## config.mk

```make
export PLATFORM = sky130hd
export DESIGN_NAME = lpm_seq_ctrl
export DESIGN_NICKNAME = d
export VERILOG_FILES = /design/src/rtl/lpm_seq_ctrl.sv
export SDC_FILE = /design/constraint.sdc
export NUM_CORES = 1
export LEC_CHECK = 0
export ABC_CLOCK_PERIOD_IN_PS = 3490
export BUFFER_PORTS_ARGS = -buffer_cell sky130_fd_sc_hd__buf_2
export CORE_MARGIN = 4
export CORE_UTILIZATION = 30
export DETAILED_ROUTE_END_ITERATION = 8
export MAX_ROUTING_LAYER = met4
export PLACE_DENSITY = 0.57
export SETUP_SLACK_MARGIN = 0.15
export SLEW_MARGIN = 25
export SYNTH_ARGS = -nofsm -noshare
export SYNTH_HDL_FRONTEND = slang
export SYNTH_SLANG_ARGS = --single-unit
export TNS_END_PERCENT = 5
```

## constraint.sdc

```tcl
create_clock -name clk -period 3.49 [get_ports clk]
set_input_delay 0.349 -clock clk [delete_from_list [all_inputs] [get_ports clk]]
set_output_delay 0.349 -clock clk [all_outputs]
set_load 0.005 [all_outputs]
```

## src/rtl/lpm_seq_ctrl.sv

```systemverilog
module lpm_seq_ctrl (
  input  logic       clk,
  input  logic       rst_n,
  input  logic       req_valid,
  input  logic [2:0] req_mode,
  input  logic       rtc_en,
  input  logic       wdt_en,
  input  logic       wake,
  output logic       hf_clk_off,
  output logic       lf_clk_off,
  output logic       rtc_run,
  output logic       wdt_run,
  output logic       periph_pd,
  output logic       sram_b0_ret,
  output logic       sram_bn_ret,
  output logic       io_latch,
  output logic       reg_en,
  output logic       dcdc_sel,
  output logic       vcore_lvl,
  output logic [2:0] mode_now,
  output logic       in_sleep,
  output logic [1:0] shut_exit
);
  typedef enum logic [1:0] {S_RUN, S_GATE, S_SLEEP, S_UNGATE} st_t;
  localparam logic [1:0] L_LDS = 2'd0, L_DS = 2'd1, L_LSD = 2'd2, L_DSD = 2'd3;

  st_t        st;
  logic [1:0] lvl, run_mode;
  logic       kept_rtc, kept_wdt;

  wire take      = (st == S_RUN) && req_valid;
  wire go_sleep  = take && req_mode[2];
  wire promote   = (req_mode[1:0] == L_LDS) && !rtc_en && !wdt_en;
  wire gated     = (st != S_RUN);
  wire pwr       = (st == S_SLEEP);
  wire lf_level  = (lvl == L_LDS) || (lvl == L_LSD);
  wire keep_rtc  = kept_rtc && lf_level;
  wire keep_wdt  = kept_wdt && lf_level;

  always_ff @(posedge clk or negedge rst_n) begin
    if (!rst_n) begin
      st        <= S_RUN;
      lvl       <= L_LDS;
      run_mode  <= 2'b00;
      kept_rtc  <= 1'b0;
      kept_wdt  <= 1'b0;
      shut_exit <= 2'b00;
    end else begin
      case (st)
        S_RUN: begin
          if (take && !req_mode[2]) run_mode <= req_mode[1:0];
          if (go_sleep) begin
            lvl       <= promote ? L_DS : req_mode[1:0];
            kept_rtc  <= rtc_en;
            kept_wdt  <= wdt_en;
            shut_exit <= 2'b00;
            st        <= S_GATE;
          end
        end
        S_GATE:  st <= wake ? S_RUN : S_SLEEP;
        S_SLEEP: if (wake) st <= S_UNGATE;
        S_UNGATE: begin
          if (lvl[1]) begin
            run_mode  <= 2'b00;
            shut_exit <= (lvl == L_DSD) ? 2'b10 : 2'b01;
          end
          st <= S_RUN;
        end
        default: st <= S_RUN;
      endcase
    end
  end

  assign hf_clk_off  = gated;
  assign lf_clk_off  = gated && !(keep_rtc || keep_wdt);
  assign rtc_run     = gated ? keep_rtc : rtc_en;
  assign wdt_run     = gated ? keep_wdt : wdt_en;
  assign periph_pd   = pwr && lvl[1];
  assign sram_b0_ret = !(pwr && lvl == L_DSD);
  assign sram_bn_ret = !(pwr && lvl[1]);
  assign io_latch    = pwr;
  assign reg_en      = !(pwr && lvl == L_DSD);
  assign dcdc_sel    = !gated && run_mode[1];
  assign vcore_lvl   = (pwr && lvl == L_LSD) ? 1'b0 : run_mode[0];
  assign mode_now    = gated ? {1'b1, lvl} : {1'b0, run_mode};
  assign in_sleep    = pwr;

  a_r3_promote: assert property (@(posedge clk) disable iff (!rst_n)
    (st == S_RUN && req_valid && req_mode == 3'b100 && !rtc_en && !wdt_en) |=> mode_now == 3'b101);
  a_r12_abort: assert property (@(posedge clk) disable iff (!rst_n)
    (st == S_GATE && wake) |=> (!hf_clk_off && !io_latch));
  a_r11_entry_order: assert property (@(posedge clk) disable iff (!rst_n)
    $rose(io_latch) |-> $past(hf_clk_off));
  a_r11_exit_order: assert property (@(posedge clk) disable iff (!rst_n)
    $fell(io_latch) |-> hf_clk_off);
  a_r5_no_dcdc: assert property (@(posedge clk) disable iff (!rst_n)
    in_sleep |-> !dcdc_sel);
  a_r9_resume: assert property (@(posedge clk) disable iff (!rst_n)
    (st == S_UNGATE && !lvl[1]) |=> mode_now[1:0] == $past(run_mode));
  a_r10_flag: assert property (@(posedge clk) disable iff (!rst_n)
    (st == S_UNGATE && lvl == L_DSD) |=> (shut_exit == 2'b10 && mode_now == 3'b000));
  a_r8_dsd: assert property (@(posedge clk) disable iff (!rst_n)
    (in_sleep && mode_now == 3'b111) |-> (!reg_en && !sram_b0_ret && lf_clk_off));
endmodule

```

==> flow_summary.yaml, run 1 <==
status:
  status: "completed"
floorplanning:
  dieWidth_um: 49.8
  core_area_um2: 1580
  fp.dieH_um: 49.8
  initial_core_util_pct: 33.2
  die_area_um2: 2480
  ios: 26
  placementRows: 14
hold_path:
  min_path_type: "in2reg"
  min_path_cells: 2
  hp-start: "wake"
  holdPathEnd: "st[0]$_DFFE_PN0P_"
worst_setup_path:
  worstSetupPathType: "reg2out"
  r2r_end: "kept_wdt$_DFFE_PN0P_"
  setup.worst_path.end_class: "primary output"
  worstPathArrival_ns: 1.56
  crit_required_ns: 3.14
  reg2reg_depth: 2
  crit_fanout: 9
  reg2reg_slack_ns: 1.88
  start_kind: "register"
place:
  post-place-ws_ns: 1.63
  numPortBuffers: 25
  dp.cells: 90
  gp_congestion: 0.669
  dpl.hpwl_um: 943
global_route:
  met2_usage_pct: 16.3
  grt-ovfl-total: 0
  grt_pass1_wl_um: 1900
  grt_pass1_vias: 421
  use_met1_pct: 12.4
  track_usage_pct: 10.8
  use_met3_pct: 1.51
  antenna_found_initial: 0
  grt_max_degree: 11
  top_usage_layer: "met2"
routing:
  dr_total_vias: 477
  firstDrtPassIters: 4
  drt-total-wl_um: 1220
  drtIter0Drc: 13
  wl_per_cell_um: 12.8
  ant_nets: 0
  drc: 0
  drt-vias-per-instance: 5.02
logic_synthesis:
  netlist_area_um2: 523
  synth_seq_cells: 10
  syn_inst: 53
  ys_types: 19
  yosysWarnings: 0
  syn_avg_cell_area_um2: 9.87
  synth_nets: 62
  seq_area_frac_synth_pct: 47.8
clock_tree:
  root_buffer: "clkbuf_4"
  cts_tree: "built"
  clockBufferDepth: 2
  h-tree-depth: 1
  clk_latency_ns: 0.26
  cts_buffers: 3
  clock-sinks: 10
  clkTransAtPathRegs_ns: 0.07
sta:
  period_minus_slack_ns: 1.91
  slew_viol_final: 0
  finalSetupTns_ns: 0
  hold_viol: 0
  grt_setup_unrepaired: "no"
  clock.fmax_ghz: 0.524
  worstMarginPinSlew_ns: 0.701
  finalWorstSetupSlack_ns: 1.58
  setup_viol: 0
  skew_ns: 0.00332
  fin_crit_sh_pct: 54.7
  max-slew-margin-rel_pct: 52.6
power_and_ir_drop:
  p_leak_nw: 0.378
  irDropWorstVdd_v: 0.000389
  powerDensity_nw_per_um2: 855
finish:
  synthToLayoutAreaGrowth_pct: 32.1
  insertedDiodeCount: 0
  nNetsFinal: 89
  layout-drive-gt1-share_pct: 41.8
  instances_no_fill: 95
run:
  cap_violations: 0
-- cells in the mapped netlist, drive strengths merged --
master   n  area, µm²
dfrtp   10        250
nand2    6       22.5
nor2     6       22.5
o21ai    5       25.0
a22o     4       35.0
buf      4       30.0
inv      3       11.3
mux2     3       33.8
a21o     2       15.0
and2     1       6.26
and3     1       6.26
nand3    1       5.00
nor2b    1       8.76
nor3     1       5.00
nor3b    1       7.51
nor4b    1       15.0
nor4bb   1       10.0
o21a     1       7.51
or2      1       6.26
-- metal layers --
| layer | wire length [µm] | vias up | part of all wire (%) |
|---|---|---|---|
| met5 | 0 | - | 0 |
| met4 | 19 | 0 | 1.6 |
| met3 | 78 | 2 | 6.4 |
| met2 | 560 | 22 | 46 |
| met1 | 558 | 219 | 46 |
| li1 | - | 234 | - |
-- layout make-up --
class                      count  area [µm²]
fill                         168         886
sequential                    10         250
multi-input combinational     36         238
timing repair buffer          26         135
clock buffer                   4        36.3
tap                           16        20.0
inverter                       3        11.3
-- report_power, final --
| group | internal [mW] | switching [mW] |
|---|---|---|
| sequential | 0.169 | 0.0530 |
| combinational | 0.137 | 0.126 |
| clock | 0.0633 | 0.0425 |
| total | 0.369 | 0.222 |
-- per-stage QoR --
step	instance area, µm²	hold WS, ns	utilization, %	power (mW)
global placement	638	0.219	40.5	0.483
finish	691	0.315	43.8	0.590
detailed placement	638	0.221	40.5	0.487
floorplan	523	0.0534	-	0.379
CTS	684	0.313	43.4	0.596
global route	691	0.311	43.8	0.645
-- worst max-delay path, stage by stage, from the launching register on --
cell and delay, ns:
dfrtp_1 0.45, nor2_1 0.41, inv_1 0.12, a21o_1 0.19, buf_2 0.12
-- logic make-up after synthesis --
family          synth area share, %
mux                            6.46
compound gates                 15.8
simple gates                   22.0
flops                          47.8
buf+inv                        7.89
-- repair_timing --
item | 4_1_cts | 5_1_grt
hold buffers | 1 | 0
endpoints found under the hold margin | 10 | 0
endpoints found under the setup margin | 0 | 0
setup buffers | 0 | 0
resized for setup | 0 | 0
-- cell usage in the layout (no fill, tap or decap) --
master	netlist	final
a21o_1	2	2
a22o_1	4	4
and2_1	1	1
and3_1	1	1
buf_2	0	25
clkbuf_4	0	3
clkbuf_8	0	1
dfrtp_1	10	10
dlygate4sd3_1	0	1
inv_1	3	3
mux2_1	3	3
nand2_1	6	6
nand3_1	1	1
nor2_1	6	6
nor2b_2	1	1
nor3_1	1	1
nor3b_1	1	1
nor4b_2	1	1
nor4bb_2	0	1
o21a_1	1	1
o21ai_0	5	5
or2_2	1	1
-- worst max path at each step --
| stage | from | to | slack [ns] |
|---|---|---|---|
| after global routing | st[0]$_DFFE_PN0P_ | mode_now[1] | 1.42 |
| after detailed placement | st[0]$_DFFE_PN0P_ | kept_wdt$_DFFE_PN0P_ | 1.63 |
| final | st[0]$_DFFE_PN0P_ | mode_now[1] | 1.58 |
| after floorplan | register | mode_now[1] | 2.10 |
| after global placement | req_valid | kept_wdt$_DFFE_PN0P_ | 1.66 |
| after CTS | st[0]$_DFFE_PN0P_ | mode_now[1] | 1.56 |
-- registers in the layout, indices dropped and copies added (netlist names), named ones only --
name,flops
st,1
kept_rtc,1
shut_exit,2
lvl,2
kept_wdt,1
run_mode,2
Power figures use the tool's default switching activity.
==> run 2, diff against run 1 <==
ABC_CLOCK_PERIOD_IN_PS = 1640   (was 3490)
PLACE_DENSITY = 0.59   (was 0.57)
clock period = 1.64 ns   (was 3.49 ns; I/O delays follow)
==> run 2 against run 1 <==
Wire length is 3.9% higher. Register-to-register slack worse by 1.7 ns. Highest routed layer unchanged. Total power is 120% higher. Cell count is 5.3% higher. Clock power is 58% higher. Final area is 5.8% higher. Worst setup slack worse by 1.4 ns. Sequential power is 110% higher. Combinational power grew to 2.5 times the previous value. Global-route usage is 0.56 points higher. Critical path depth is 1 higher.
==> flow_summary.yaml, run 2 (synthesis results as in run 1) <==
clock_tree:
  cts_buffers: 3
  clockBufferDepth: 2
  clkTransAtPathRegs_ns: 0.06
  cts_tree: "built"
  clk_latency_ns: 0.26
  clock-sinks: 10
  h-tree-depth: 1
  root_buffer: "clkbuf_4"
floorplanning:
  dieWidth_um: 49.8
  placementRows: 14
  core_area_um2: 1580
  die_area_um2: 2480
  fp.dieH_um: 49.8
  initial_core_util_pct: 33.2
  ios: 26
worst_setup_path:
  slowest_stage: "dfrtp_2"
  cp_top_family: "flip-flops"
  worstPathArrival_ns: 1.29
  reg2reg_depth: 3
  crit_start: "st[0]$_DFFE_PN0P_"
  crit_required_ns: 1.48
  cp.depth: 5
  reg2reg_slack_ns: 0.23
  cp_cell_sequence: "nor2_2 -> buf_6 -> and2_1 -> a21o_1 -> buf_2"
  worstSetupPathType: "reg2out"
  start_kind: "register"
  crit_fanout: 8
  r2r-start: "st[0]$_DFFE_PN0P_"
  r2r_end: "kept_rtc$_DFFE_PN0P_"
  cp-endpoint: "mode_now[1]"
  path_buf_inv: 2
  max_stage_delay_ns: 0.43
  setup.worst_path.end_class: "primary output"
power_and_ir_drop:
  total_power_mw: 1.31
  powerDensity_nw_per_um2: 1790
  p_leak_nw: 0.403
  irDropWorstVdd_v: 0.000704
finish:
  fillers: 163
  synthToLayoutAreaGrowth_pct: 39.7
  top_regs: "lvl x2, run_mode x2, shut_exit x2"
  layout_commonest_cell: "buf_2"
  insertedDiodeCount: 0
  nNetsFinal: 95
  final_cell_mix: "buf_2, dfrtp_1"
  layout-drive-gt1-share_pct: 47.6
routing:
  dr_total_vias: 492
  drt-total-wl_um: 1270
  ant_nets: 0
  firstDrtPassIters: 4
  drtIter0Drc: 7
  drc: 0
  wl_per_cell_um: 12.7
  drt-vias-per-instance: 4.92
place:
  numPortBuffers: 25
  dpl.hpwl_um: 944
  gp_congestion: 0.731
global_route:
  grt_max_degree: 11
  track_usage_pct: 11.4
  antenna_found_initial: 0
  grt_pass1_wl_um: 2030
  grt_pass1_vias: 483
  grt-ovfl-total: 0
sta:
  max-slew-margin-rel_pct: 76.9
  worstMarginPinSlew_ns: 0.346
  period_minus_slack_ns: 1.45
  grt_setup_unrepaired: "yes"
  finalSetupTns_ns: 0
  slew_viol_final: 0
  fin_crit_sh_pct: 88.7
  clock.fmax_ghz: 0.688
  hold_viol: 0
  setup_viol: 0
  skew_ns: 0.00479
run:
  cap_violations: 0
hold_path:
  min_path_type: "in2reg"
status:
  status: "completed"
## run 2: cell count changes in the layout (fill, tap and decap cells not counted), sizes merged
| cell | delta |
|---|---|
| buf | +6 |
| clkbuf | -1 |
## run 2: how the worst min path moves through the flow
stage               startpoint                   end  cells after the start
floorplan                rst_n             async pin                      0
global placement         rst_n    lvl[0]$_DFFE_PN0P_                      1
detailed placement       rst_n  kept_rtc$_DFFE_PN0P_                      1
CTS                       wake     st[0]$_DFFE_PN0P_                      2
global route              wake     st[0]$_DFFE_PN0P_                      2
finish                    wake     st[0]$_DFFE_PN0P_                      2
## run 2: cell type report
cell class | instances | area, µm² | area share [%]
clock buffers | 3 | 22.5 | 3.08
well taps | 16 | 20.0 | 2.74
multi-input cells | 36 | 241 | 33.0
flip-flops and latches | 10 | 251 | 34.4
inverters | 3 | 11.3 | 1.54
repair buffers | 32 | 184 | 25.2
## run 2: metal layers
| layer | track usage, % | vias to the layer above | share of wire, % |
|---|---|---|---|
| met2 | 18.1 | 19 | 46 |
| li1 | - | 245 | - |
| met5 | - | - | 0 |
| met4 | 6.91 | 0 | 1.7 |
| met1 | 12.7 | 226 | 45 |
| met3 | 3.01 | 2 | 6.8 |
## run 2: worst reg2reg max path: stages (launching register included)
cell      delay [ns]
dfrtp_2         0.45
nor4bb_1        0.32
buf_4           0.21
mux2_1          0.32
## run 2: metrics by stage
stage / setup WS, ns / area, µm² / utilization (%) / std cells / hold WS (ns)
after global placement: 0.329 / 653 / 41.4 / 92 / 0.0344
after CTS: 0.167 / 721 / 45.7 / 99 / 0.122
after floorplan: 0.367 / 523 / - / 53 / -0.132
final: 0.186 / 731 / 46.3 / 100 / 0.122
after detailed placement: 0.243 / 653 / 41.4 / 92 / 0.0384
after global routing: 0.110 / 731 / 46.3 / 100 / 0.126
## run 2: what timing repair did
action,4_1_cts,5_1_grt
gates resized for setup,4,1
setup endpoints to repair,2,2
hold buffers,1,0
endpoints found under the hold margin,10,0
buffers inserted,3,1
## run 2: power breakdown
part	internal (mW)	switching, mW	leakage [nW]
logic	0.374	0.293	0.265
clock network	0.0847	0.0835	0.0138
registers	0.361	0.114	0.124
==> run 3, diff against run 2 <==
BUFFER_PORTS_ARGS = -buffer_cell sky130_fd_sc_hd__buf_4   (was -buffer_cell sky130_fd_sc_hd__buf_2)
==> run 3 against run 2 <==
Sequential share of layout area down 4.3 points. Clock power grew 29%. Wire length is 3.5% lower. Non-clock buffer count rose by 1. Count of clock-buffer cells in the layout rose by 1. Worst setup slack worse by 0.0011 ns. Utilization grew 6.7 points. Total power increased by 17%. Global-route usage is 0.59 points lower. Clock skew down 0.00096 ns. Critical path depth unchanged.
==> flow_summary.yaml, run 3 (synthesis results as in run 1) <==
floorplanning:
  initial_core_util_pct: 33.2
  ios: 26
  fp.dieH_um: 49.8
  die_area_um2: 2480
  dieWidth_um: 49.8
  placementRows: 14
  core_area_um2: 1580
global_route:
  grt-ovfl-total: 0
  grt_pass1_wl_um: 1950
  use_met1_pct: 11.2
  antenna_found_initial: 0
  top_usage_layer: "met2"
  use_met3_pct: 3.31
  met2_usage_pct: 17.6
  track_usage_pct: 10.8
  grt_pass1_vias: 473
  grt_max_degree: 11
worst_setup_path:
  crit_fanout: 8
  worstSetupPathType: "reg2out"
  setup.worst_path.end_class: "primary output"
  worstPathArrival_ns: 1.29
  start_kind: "register"
  crit_start: "st[0]$_DFFE_PN0P_"
  crit_required_ns: 1.48
finish:
  final_cell_mix: "buf_4, dfrtp_1, nor2_1, nand2_1, o21ai_0"
  layout-drive-gt1-share_pct: 52.3
  nNetsFinal: 96
  top_regs: "lvl x2, run_mode x2, shut_exit x2"
  synthToLayoutAreaGrowth_pct: 59.8
  fillers: 153
  insertedDiodeCount: 0
  layout_commonest_cell: "buf_4"
  stdcell_area_um2: 836
clock_tree:
  root_buffer: "clkbuf_4"
  cts_buffers: 3
  h-tree-depth: 1
  clock-sinks: 10
  cts_tree: "built"
  clkTransAtPathRegs_ns: 0.06
  clk_latency_ns: 0.26
  clockBufferDepth: 2
routing:
  ant_nets: 0
  drt-vias-per-instance: 4.77
  dr_total_vias: 487
  drtIter0Drc: 1
  drc: 0
  firstDrtPassIters: 2
  drt-total-wl_um: 1220
  wl_per_cell_um: 12.0
sta:
  skew_ns: 0.00383
  fin_crit_sh_pct: 88.8
  slew_viol_final: 0
  finalSetupTns_ns: 0
  clock.fmax_ghz: 0.687
  hold_viol: 0
  worstMarginPinSlew_ns: 0.344
  max-slew-margin-rel_pct: 77.0
  period_minus_slack_ns: 1.46
  setup_viol: 0
  grt_setup_unrepaired: "yes"
place:
  numPortBuffers: 25
  dpl.hpwl_um: 970
  place_area_um2: 716
  gp_congestion: 0.689
status:
  status: "completed"
power_and_ir_drop:
  combPwrFrac_pct: 54.9
  sequentialPowerShare_pct: 31.0
  p_leak_nw: 0.442
  swShare_pct: 33.2
  irDropWorstVdd_v: 0.000939
  clkPwrFrac_pct: 14.1
  powerDensity_nw_per_um2: 1830
  power_switching_mw: 0.510
  power.internal_mw: 1.02
run:
  cap_violations: 0
hold_path:
  hp-start: "wake"
  min_path_type: "in2reg"
-- run 3: changes by cell type in the layout (fill, tap and decap cells not counted), sizes merged --
cell,before,now
buf,31,32
clkbuf,3,4
-- run 3: worst paths after layout --
check	to	slack (ns)	depth (start not counted)
max	mode_now[1]	0.18	5
min	st[0]$_DFFE_PN0P_	0.12	2
max reg2reg	kept_wdt$_DFFE_PN0P_	0.20	4
min reg2reg	run_mode[1]$_DFFE_PN0P_	0.50	1
max in group asynchronous	st[0]$_DFFE_PN0P_	1.22	2
min in group asynchronous	kept_wdt$_DFFE_PN0P_	0.26	2
-- run 3: stage by stage --
stage | total power, mW | setup slack, ns | util (%) | hold WS [ns] | instances
3_5_place_dp | 1.18 | 0.291 | 45.4 | -0.000868 | 92
5_1_grt | 1.65 | 0.138 | 53.0 | 0.115 | 102
2_1_floorplan | 0.807 | 0.367 | - | -0.132 | 53
6_report | 1.53 | 0.184 | 53.0 | 0.116 | 102
3_3_place_gp | 1.17 | 0.326 | 45.4 | -0.00172 | 92
4_1_cts | 1.48 | 0.149 | 50.8 | 0.110 | 101
-- run 3: timing repair --
item | CTS | global route
gates resized for setup | 3 | 7
pin swaps | 0 | 1
hold buffers | 1 | 0
buffers inserted | 4 | 1
hold endpoints to repair | 10 | 0
gates cloned | 0 | 0
setup endpoints to repair | 2 | 4
-- run 3: routing by layer --
layer	vias up	wire, µm
met4	0	23
met3	2	79
li1	250	-
met5	-	0
met1	216	562
met2	19	556
-- run 3: critical path: stages, from the launching register on --
cell and delay [ns]:
dfrtp_2 0.44, nor2_4 0.05, buf_6 0.13, and2_4 0.15, a21o_1 0.14, buf_4 0.13
-- run 3: area by class of cell --
type,count,area [µm²],area share [%]
multi-input cells,36,259,31.0
repair buffers,33,258,30.8
flip-flops and latches,10,251,30.1
clock buffers,4,36.3,4.34
well taps,16,20.0,2.40
inverters,3,11.3,1.35
-- run 3: power by group through the flow --
stage | Clock, mW | Sequential, mW | Combinational, mW
detailed placement | 0 | 0.473 | 0.705
floorplan | 0 | 0.444 | 0.363
global placement | 0 | 0.468 | 0.703
finish | 0.217 | 0.475 | 0.841
global route | 0.233 | 0.497 | 0.921
CTS | 0.224 | 0.464 | 0.792
